<file path="config.mk">
export PLATFORM = sky130hd
export DESIGN_NAME = fpa_adder
export DESIGN_NICKNAME = d
export VERILOG_FILES = /design/src/rtl/fpa_pkg.sv /design/src/rtl/fpa_shift.sv /design/src/rtl/fpa_order_align.sv /design/src/rtl/fpa_mant_addsub.sv /design/src/rtl/fpa_lead_one.sv /design/src/rtl/fpa_norm.sv /design/src/rtl/fpa_adder.sv
export SDC_FILE = /design/constraint.sdc
export NUM_CORES = 1
export LEC_CHECK = 0
export CAP_MARGIN = 20
export CORE_ASPECT_RATIO = 2
export CORE_UTILIZATION = 29
export CTS_CLUSTER_SIZE = 30
export DETAILED_ROUTE_END_ITERATION = 7
export PLACE_DENSITY = 0.56
export SYNTH_ARGS = -nofsm -noshare
export SYNTH_HDL_FRONTEND = slang
export SYNTH_SLANG_ARGS = --single-unit
export TNS_END_PERCENT = 5
</file>
<file path="constraint.sdc">
create_clock -name clk -period 1.4 [get_ports clk]
set_clock_uncertainty 0.1 [all_clocks]
set_input_delay 0.21 -clock clk [delete_from_list [all_inputs] [get_ports clk]]
set_output_delay 0.21 -clock clk [all_outputs]
set_load 0.01 [all_outputs]
</file>
<file path="src/rtl/fpa_pkg.sv">
package fpa_pkg;

  // Outcome chosen by the renormalizer for one sum
  typedef enum logic [1:0] {
    RES_NORMAL = 2'd0,
    RES_ZERO   = 2'd1,
    RES_SAT    = 2'd2
  } res_kind_e;

endpackage

</file>
<file path="src/rtl/fpa_shift.sv">
// Logarithmic shifter; direction picked by parameter.
module fpa_shift #(
  parameter int W    = 8,
  parameter int SH_W = 3,
  parameter bit LEFT = 1'b0
) (
  input  logic [W-1:0]    din,
  input  logic [SH_W-1:0] amt,
  output logic [W-1:0]    dout
);

  logic [W-1:0] stage [0:SH_W];

  assign stage[0] = din;

  for (genvar g = 0; g < SH_W; g++) begin : g_stage
    localparam int STEP = 1 << g;
    if (STEP >= W) begin : g_flush
      assign stage[g+1] = amt[g] ? '0 : stage[g];
    end else if (LEFT) begin : g_left
      assign stage[g+1] = amt[g] ? (stage[g] << STEP) : stage[g];
    end else begin : g_right
      assign stage[g+1] = amt[g] ? (stage[g] >> STEP) : stage[g];
    end
  end

  assign dout = stage[SH_W];

endmodule

</file>
<file path="src/rtl/fpa_order_align.sv">
// Puts the larger-exponent operand first and aligns the other.
module fpa_order_align #(
  parameter int MANT_W = 8,
  parameter int EXP_W  = 6
) (
  input  logic              a_sign,
  input  logic [EXP_W-1:0]  a_exp,
  input  logic [MANT_W-1:0] a_mant,
  input  logic              b_sign,
  input  logic [EXP_W-1:0]  b_exp,
  input  logic [MANT_W-1:0] b_mant,
  output logic              big_sign,
  output logic [EXP_W-1:0]  big_exp,
  output logic [MANT_W-1:0] big_mant,
  output logic              small_sign,
  output logic [MANT_W-1:0] small_al
);

  localparam int SHA_W = (MANT_W > 1) ? $clog2(MANT_W) : 1;

  logic              swap;
  logic [EXP_W-1:0]  small_exp;
  logic [MANT_W-1:0] small_mant;
  logic [EXP_W-1:0]  diff;
  logic              too_far;
  logic [MANT_W-1:0] shifted;

  assign swap = b_exp > a_exp;

  always_comb begin
    if (swap) begin
      big_sign   = b_sign;
      big_exp    = b_exp;
      big_mant   = b_mant;
      small_sign = a_sign;
      small_exp  = a_exp;
      small_mant = a_mant;
    end else begin
      big_sign   = a_sign;
      big_exp    = a_exp;
      big_mant   = a_mant;
      small_sign = b_sign;
      small_exp  = b_exp;
      small_mant = b_mant;
    end
  end

  assign diff    = big_exp - small_exp;
  // gap of MANT_W or more wipes the smaller mantissa
  assign too_far = 32'(diff) >= 32'(MANT_W);

  fpa_shift #(
    .W   (MANT_W),
    .SH_W(SHA_W),
    .LEFT(1'b0)
  ) u_align (
    .din (small_mant),
    .amt (SHA_W'(diff)),
    .dout(shifted)
  );

  assign small_al = too_far ? '0 : shifted;

endmodule

</file>
<file path="src/rtl/fpa_mant_addsub.sv">
// Two's-complement mantissa add, back to sign and magnitude.
module fpa_mant_addsub #(
  parameter int MANT_W = 8
) (
  input  logic              big_sign,
  input  logic [MANT_W-1:0] big_mant,
  input  logic              small_sign,
  input  logic [MANT_W-1:0] small_al,
  output logic              res_sign,
  output logic [MANT_W:0]   res_mag
);

  localparam int SW = MANT_W + 2;

  logic [SW-1:0] ext_big;
  logic [SW-1:0] ext_small;
  logic [SW-1:0] op_big;
  logic [SW-1:0] op_small;
  logic [SW-1:0] total;

  assign ext_big   = {2'b00, big_mant};
  assign ext_small = {2'b00, small_al};

  assign op_big   = big_sign   ? (~ext_big + 1'b1)   : ext_big;
  assign op_small = small_sign ? (~ext_small + 1'b1) : ext_small;
  assign total    = op_big + op_small;

  // Magnitude never exceeds 2^(MANT_W+1)-1, so the low bits suffice
  assign res_sign = total[SW-1];
  assign res_mag  = res_sign ? (~total[MANT_W:0] + 1'b1) : total[MANT_W:0];

endmodule

</file>
<file path="src/rtl/fpa_lead_one.sv">
// Position of the most significant set bit.
module fpa_lead_one #(
  parameter int W   = 8,
  parameter int P_W = 3
) (
  input  logic [W-1:0]   din,
  output logic           found,
  output logic [P_W-1:0] pos
);

  always_comb begin
    pos = '0;
    for (int i = 0; i < W; i++) begin
      if (din[i]) pos = P_W'(i);
    end
  end

  assign found = |din;

endmodule

</file>
<file path="src/rtl/fpa_norm.sv">
// Carry shift, leading-one renormalize, flush and saturate.
module fpa_norm
  import fpa_pkg::*;
#(
  parameter int MANT_W = 8,
  parameter int EXP_W  = 6
) (
  input  logic                    res_sign,
  input  logic [MANT_W:0]         res_mag,
  input  logic [EXP_W-1:0]        ref_exp,
  output logic [EXP_W+MANT_W:0]   sum_word
);

  localparam int SHA_W = (MANT_W > 1) ? $clog2(MANT_W) : 1;

  logic              carry;
  logic              found;
  logic [SHA_W-1:0]  top_pos;
  logic [SHA_W-1:0]  lz;
  logic [MANT_W-1:0] left_mant;
  logic [EXP_W:0]    exp_up;
  logic [EXP_W-1:0]  exp_dn;
  logic              underflow;
  res_kind_e         kind;

  assign carry = res_mag[MANT_W];

  fpa_lead_one #(
    .W  (MANT_W),
    .P_W(SHA_W)
  ) u_lead (
    .din  (res_mag[MANT_W-1:0]),
    .found(found),
    .pos  (top_pos)
  );

  assign lz = SHA_W'(MANT_W - 1) - top_pos;

  fpa_shift #(
    .W   (MANT_W),
    .SH_W(SHA_W),
    .LEFT(1'b1)
  ) u_renorm (
    .din (res_mag[MANT_W-1:0]),
    .amt (lz),
    .dout(left_mant)
  );

  assign exp_up    = {1'b0, ref_exp} + 1'b1;
  assign exp_dn    = ref_exp - EXP_W'(lz);
  assign underflow = 32'(ref_exp) <= 32'(lz);

  always_comb begin
    if (carry) begin
      kind = exp_up[EXP_W] ? RES_SAT : RES_NORMAL;
    end else if (!found || underflow) begin
      kind = RES_ZERO;
    end else begin
      kind = RES_NORMAL;
    end
  end

  always_comb begin
    case (kind)
      RES_ZERO: sum_word = '0;
      RES_SAT:  sum_word = {res_sign, {EXP_W{1'b1}}, {MANT_W{1'b1}}};
      default: begin
        if (carry) sum_word = {res_sign, exp_up[EXP_W-1:0], res_mag[MANT_W:1]};
        else       sum_word = {res_sign, exp_dn, left_mant};
      end
    endcase
  end

endmodule

</file>
<file path="src/rtl/fpa_adder.sv">
// Floating-point adder with valid/ready stream edges and one output register.
module fpa_adder #(
  parameter int MANT_W = 8,
  parameter int EXP_W  = 6
) (
  input  logic                      clk,
  input  logic                      rst_n,
  input  logic                      in_valid,
  output logic                      in_ready,
  input  logic [EXP_W+MANT_W:0]     in_a,
  input  logic [EXP_W+MANT_W:0]     in_b,
  output logic                      out_valid,
  input  logic                      out_ready,
  output logic [EXP_W+MANT_W:0]     out_sum
);

  localparam int W = 1 + EXP_W + MANT_W;

  logic              big_sign;
  logic [EXP_W-1:0]  big_exp;
  logic [MANT_W-1:0] big_mant;
  logic              small_sign;
  logic [MANT_W-1:0] small_al;
  logic              res_sign;
  logic [MANT_W:0]   res_mag;
  logic [W-1:0]      next_sum;

  fpa_order_align #(
    .MANT_W(MANT_W),
    .EXP_W (EXP_W)
  ) u_order (
    .a_sign    (in_a[W-1]),
    .a_exp     (in_a[W-2:MANT_W]),
    .a_mant    (in_a[MANT_W-1:0]),
    .b_sign    (in_b[W-1]),
    .b_exp     (in_b[W-2:MANT_W]),
    .b_mant    (in_b[MANT_W-1:0]),
    .big_sign  (big_sign),
    .big_exp   (big_exp),
    .big_mant  (big_mant),
    .small_sign(small_sign),
    .small_al  (small_al)
  );

  fpa_mant_addsub #(
    .MANT_W(MANT_W)
  ) u_addsub (
    .big_sign  (big_sign),
    .big_mant  (big_mant),
    .small_sign(small_sign),
    .small_al  (small_al),
    .res_sign  (res_sign),
    .res_mag   (res_mag)
  );

  fpa_norm #(
    .MANT_W(MANT_W),
    .EXP_W (EXP_W)
  ) u_norm (
    .res_sign(res_sign),
    .res_mag (res_mag),
    .ref_exp (big_exp),
    .sum_word(next_sum)
  );

  // take a new pair whenever the held result is empty or leaving
  assign in_ready = !out_valid || out_ready;

  always_ff @(posedge clk or negedge rst_n) begin
    if (!rst_n) begin
      out_valid <= 1'b0;
      out_sum   <= '0;
    end else if (in_ready) begin
      out_valid <= in_valid;
      if (in_valid) out_sum <= next_sum;
    end
  end

endmodule

</file>
==> metrics.csv <==
metric,value,unit
root_buffer,clkbuf_16,
vias,5637,
status,finished with violations,
p_per_area,1780,mW/mm²
post-route-period-util,5.43,
worstSetupPathType,input port to flip-flop,
start_util,0.298,
max_freq,132,MHz
relSlewSlack,0.658,
ys_seq_area_frac,0.0931,
setup_viol,15,
syn-num-nets,653,
violations,negative setup slack,
drt-initial-drc-count,200,
viasPerCell,5.28,
coreArea,0.0144,mm²
worst_skew_pair.late_latency,250,ps
die_h,174,µm
max-vdd-ir-drop,800,µV
max_stage_delay,450,ps
syn-cell-area,0.00430,mm²
cts-hold-fix-buffers,0,
drcViolationCount,0,
start_kind,input port,
clock_path_buffers,2,
io_buffers,50,
worst_pin_slew,509,ps
fp.dieW,88.1,µm
p_leak,0.00325,µW
stdcell_count,1068,
layout_setup_ws,-6200,ps
syn_inst,595,
crit_slowest_cell,clkdlybuf4s50_1,
synth_seq_cells,16,
timing.hold.ws,181,ps
rsz0062_at_grt,true,
io_pins,51,
r2r-start,out_valid$_DFFE_PN0N_,
hp-class,input port to asynchronous set/reset pin,
crit_fanout,8,
fin_nets,935,
slew_violations,0,
ant_nets,0,
drt_pass1_iterations,5,
dpl.hpwl,14700,µm
rows,62,
first_global_vias,5859,
gp_congestion,0.942,
clock_sinks,16,
grtUsageTotal,0.227,
syn_area_per_cell,7.23,µm²
path_clk_slew,50,ps
synth_cell_types,85,
numCtsBuffers,3,
dieArea,0.0154,mm²
crit_top_cell,buf_4,
drive_gt1_frac,0.413,
maxCapViolCount,0,
async_flop_share,1.00,
syn_to_final_growth,68.7,%
arrival,7670,ps
hold_viol,0,
tritoncts,done,
synthFlopType,dfrtp_1,
cts_max_level,1,
synth_area_leader_cell,dfrtp_1,
post_drt_wl_per_cell,16.0,µm
routed_wl,17100,µm
synth.area.top_cells,"dfrtp_1, mux2i_1, nor2_1",
synth_top_area_share,0.0931,
cp-end-kind,flip-flop,
min_period,7600,ps
crit_required,1470,ps
antenna_found_initial,0,
dp_cells,1058,
yosys_warnings,0,
grt-ovfl-total,0,
critPathLaunch,in_a[10],
antennaDiodeCount,0,
grt_pass1_wl,27500,µm
grt_max_degree,20,
synth_edf_count,0,
-- final timing paths --
path	end	slack, ps	cells past startpoint
max	out_sum[5]$_DFFE_PN0P_	-6200	39
min in group clk	out_sum[1]$_DFFE_PN0P_	400	2
min	out_sum[13]$_DFFE_PN0P_	180	2
max in group asynchronous	out_sum[2]$_DFFE_PN0P_	850	2
max reg2reg	out_sum[1]$_DFFE_PN0P_	-60	6
min reg2reg	out_sum[1]$_DFFE_PN0P_	400	2
-- area by class of cell --
type                            count  area (µm²)
Timing Repair Buffer              304        2400
Sequential cell                    16         400
Clock buffer                        4        88.8
Multi-Input combinational cell    527        4020
Inverter                           25         113
Fill cell                        1483        7170
Tap cell                          192         240
-- cell usage after synthesis (3+ instances only) --
| master | instances |
|---|---|
| nor2_1 | 86 |
| nand2_1 | 49 |
| a21oi_1 | 38 |
| mux2i_1 | 35 |
| nand3_1 | 28 |
| inv_1 | 25 |
| xnor2_1 | 24 |
| ha_1 | 22 |
| nor3_1 | 22 |
| dfrtp_1 | 16 |
| o21ai_0 | 16 |
| a211oi_1 | 12 |
| or3_1 | 12 |
| xor2_1 | 12 |
| and2_1 | 10 |
| clkbuf_1 | 10 |
| nor2b_1 | 10 |
| o22ai_1 | 10 |
| buf_2 | 7 |
| mux2_2 | 7 |
| a21o_1 | 6 |
| nand2b_1 | 6 |
| nand4_1 | 6 |
| nor4_1 | 6 |
| o211ai_1 | 6 |
| a31oi_1 | 5 |
| o21ai_1 | 5 |
| a2111oi_0 | 4 |
| a221oi_1 | 4 |
| o21a_1 | 4 |
| a211o_1 | 3 |
| and3_1 | 3 |
| buf_4 | 3 |
| buf_6 | 3 |
| o2111ai_1 | 3 |
| o221a_2 | 3 |
| o221ai_1 | 3 |
| o31a_1 | 3 |
| o31ai_1 | 3 |
| o32ai_1 | 3 |
| or2_2 | 3 |
-- critical path: cells and delay by family --
family	cells	cell delay, ps
mux	3	630
fa+ha+maj	4	940
compound gates	11	2060
xor+xnor	2	340
buf+inv	7	1280
simple gates	12	2140
-- per-stage QoR --
stage,total power [µW],setup slack [ps],TNS [ps],util,cell area (µm²)
after floorplan,6960,-6470,-95480,-,4650
after global placement,11800,-6640,-98300,0.486,7020
after detailed placement,12000,-6830,-100710,0.486,7020
after CTS,12800,-6240,-92370,0.497,7170
after global routing,13900,-6560,-97580,0.503,7260
final,12900,-6200,-91720,0.503,7260
-- report_power, final --
| group | internal, µW | switching (µW) |
|---|---|---|
| clock network | 434 | 184 |
| registers | 672 | 104 |
| logic | 5700 | 5810 |
| total | 6810 | 6100 |
-- cell families (layout without fill, tap and decap cells) --
family / Yosys count / after routing / share of synthesized area
AO/OA/AOI/OAI: 167 / 167 / 0.301
XOR/XNOR: 39 / 39 / 0.0846
adder cells (fa/ha/maj): 24 / 24 / 0.0733
buffers and inverters: 52 / 333 / 0.0605
flip-flops: 16 / 16 / 0.0930
multiplexers: 42 / 42 / 0.0997
AND/OR/NAND/NOR: 255 / 255 / 0.288
-- layout by cell type, fill, tap and decap left out, types with 6 or more instances in the layout --
| cell type | count |
|---|---|
| a211oi_1 | 7 |
| a21o_1 | 6 |
| a21oi_1 | 30 |
| a21oi_2 | 8 |
| and2_1 | 10 |
| buf_4 | 252 |
| clkdlybuf4s50_1 | 32 |
| dfrtp_1 | 16 |
| dlygate4sd2_1 | 17 |
| ha_1 | 15 |
| ha_4 | 6 |
| inv_1 | 20 |
| mux2_2 | 6 |
| mux2i_1 | 32 |
| nand2_1 | 47 |
| nand2b_1 | 6 |
| nand3_1 | 26 |
| nand4_1 | 6 |
| nor2_1 | 80 |
| nor2_2 | 6 |
| nor2b_1 | 9 |
| nor3_1 | 17 |
| o211ai_1 | 6 |
| o21ai_0 | 13 |
| o22ai_1 | 10 |
| or3_1 | 12 |
| xnor2_1 | 21 |
| xor2_1 | 12 |
-- per-layer routing --
layer,up-vias,share of wire,global-route usage
li1,2779,-,-
met1,2658,0.32,0.199
met2,143,0.60,0.476
met3,57,0.019,0.00760
met4,0,0.059,0.126
met5,-,0,0
-- what timing repair did --
item / CTS / global route
buffers inserted: 4 / 2
resized for setup: 39 / 16
pin swaps: 7 / 6
endpoints found under the setup margin: 32 / 15
-- flip-flops by register name (all words and copies together), names as in the netlist --
register	flops
out_valid	1
out_sum	15
(Power assumes the default switching activity.)
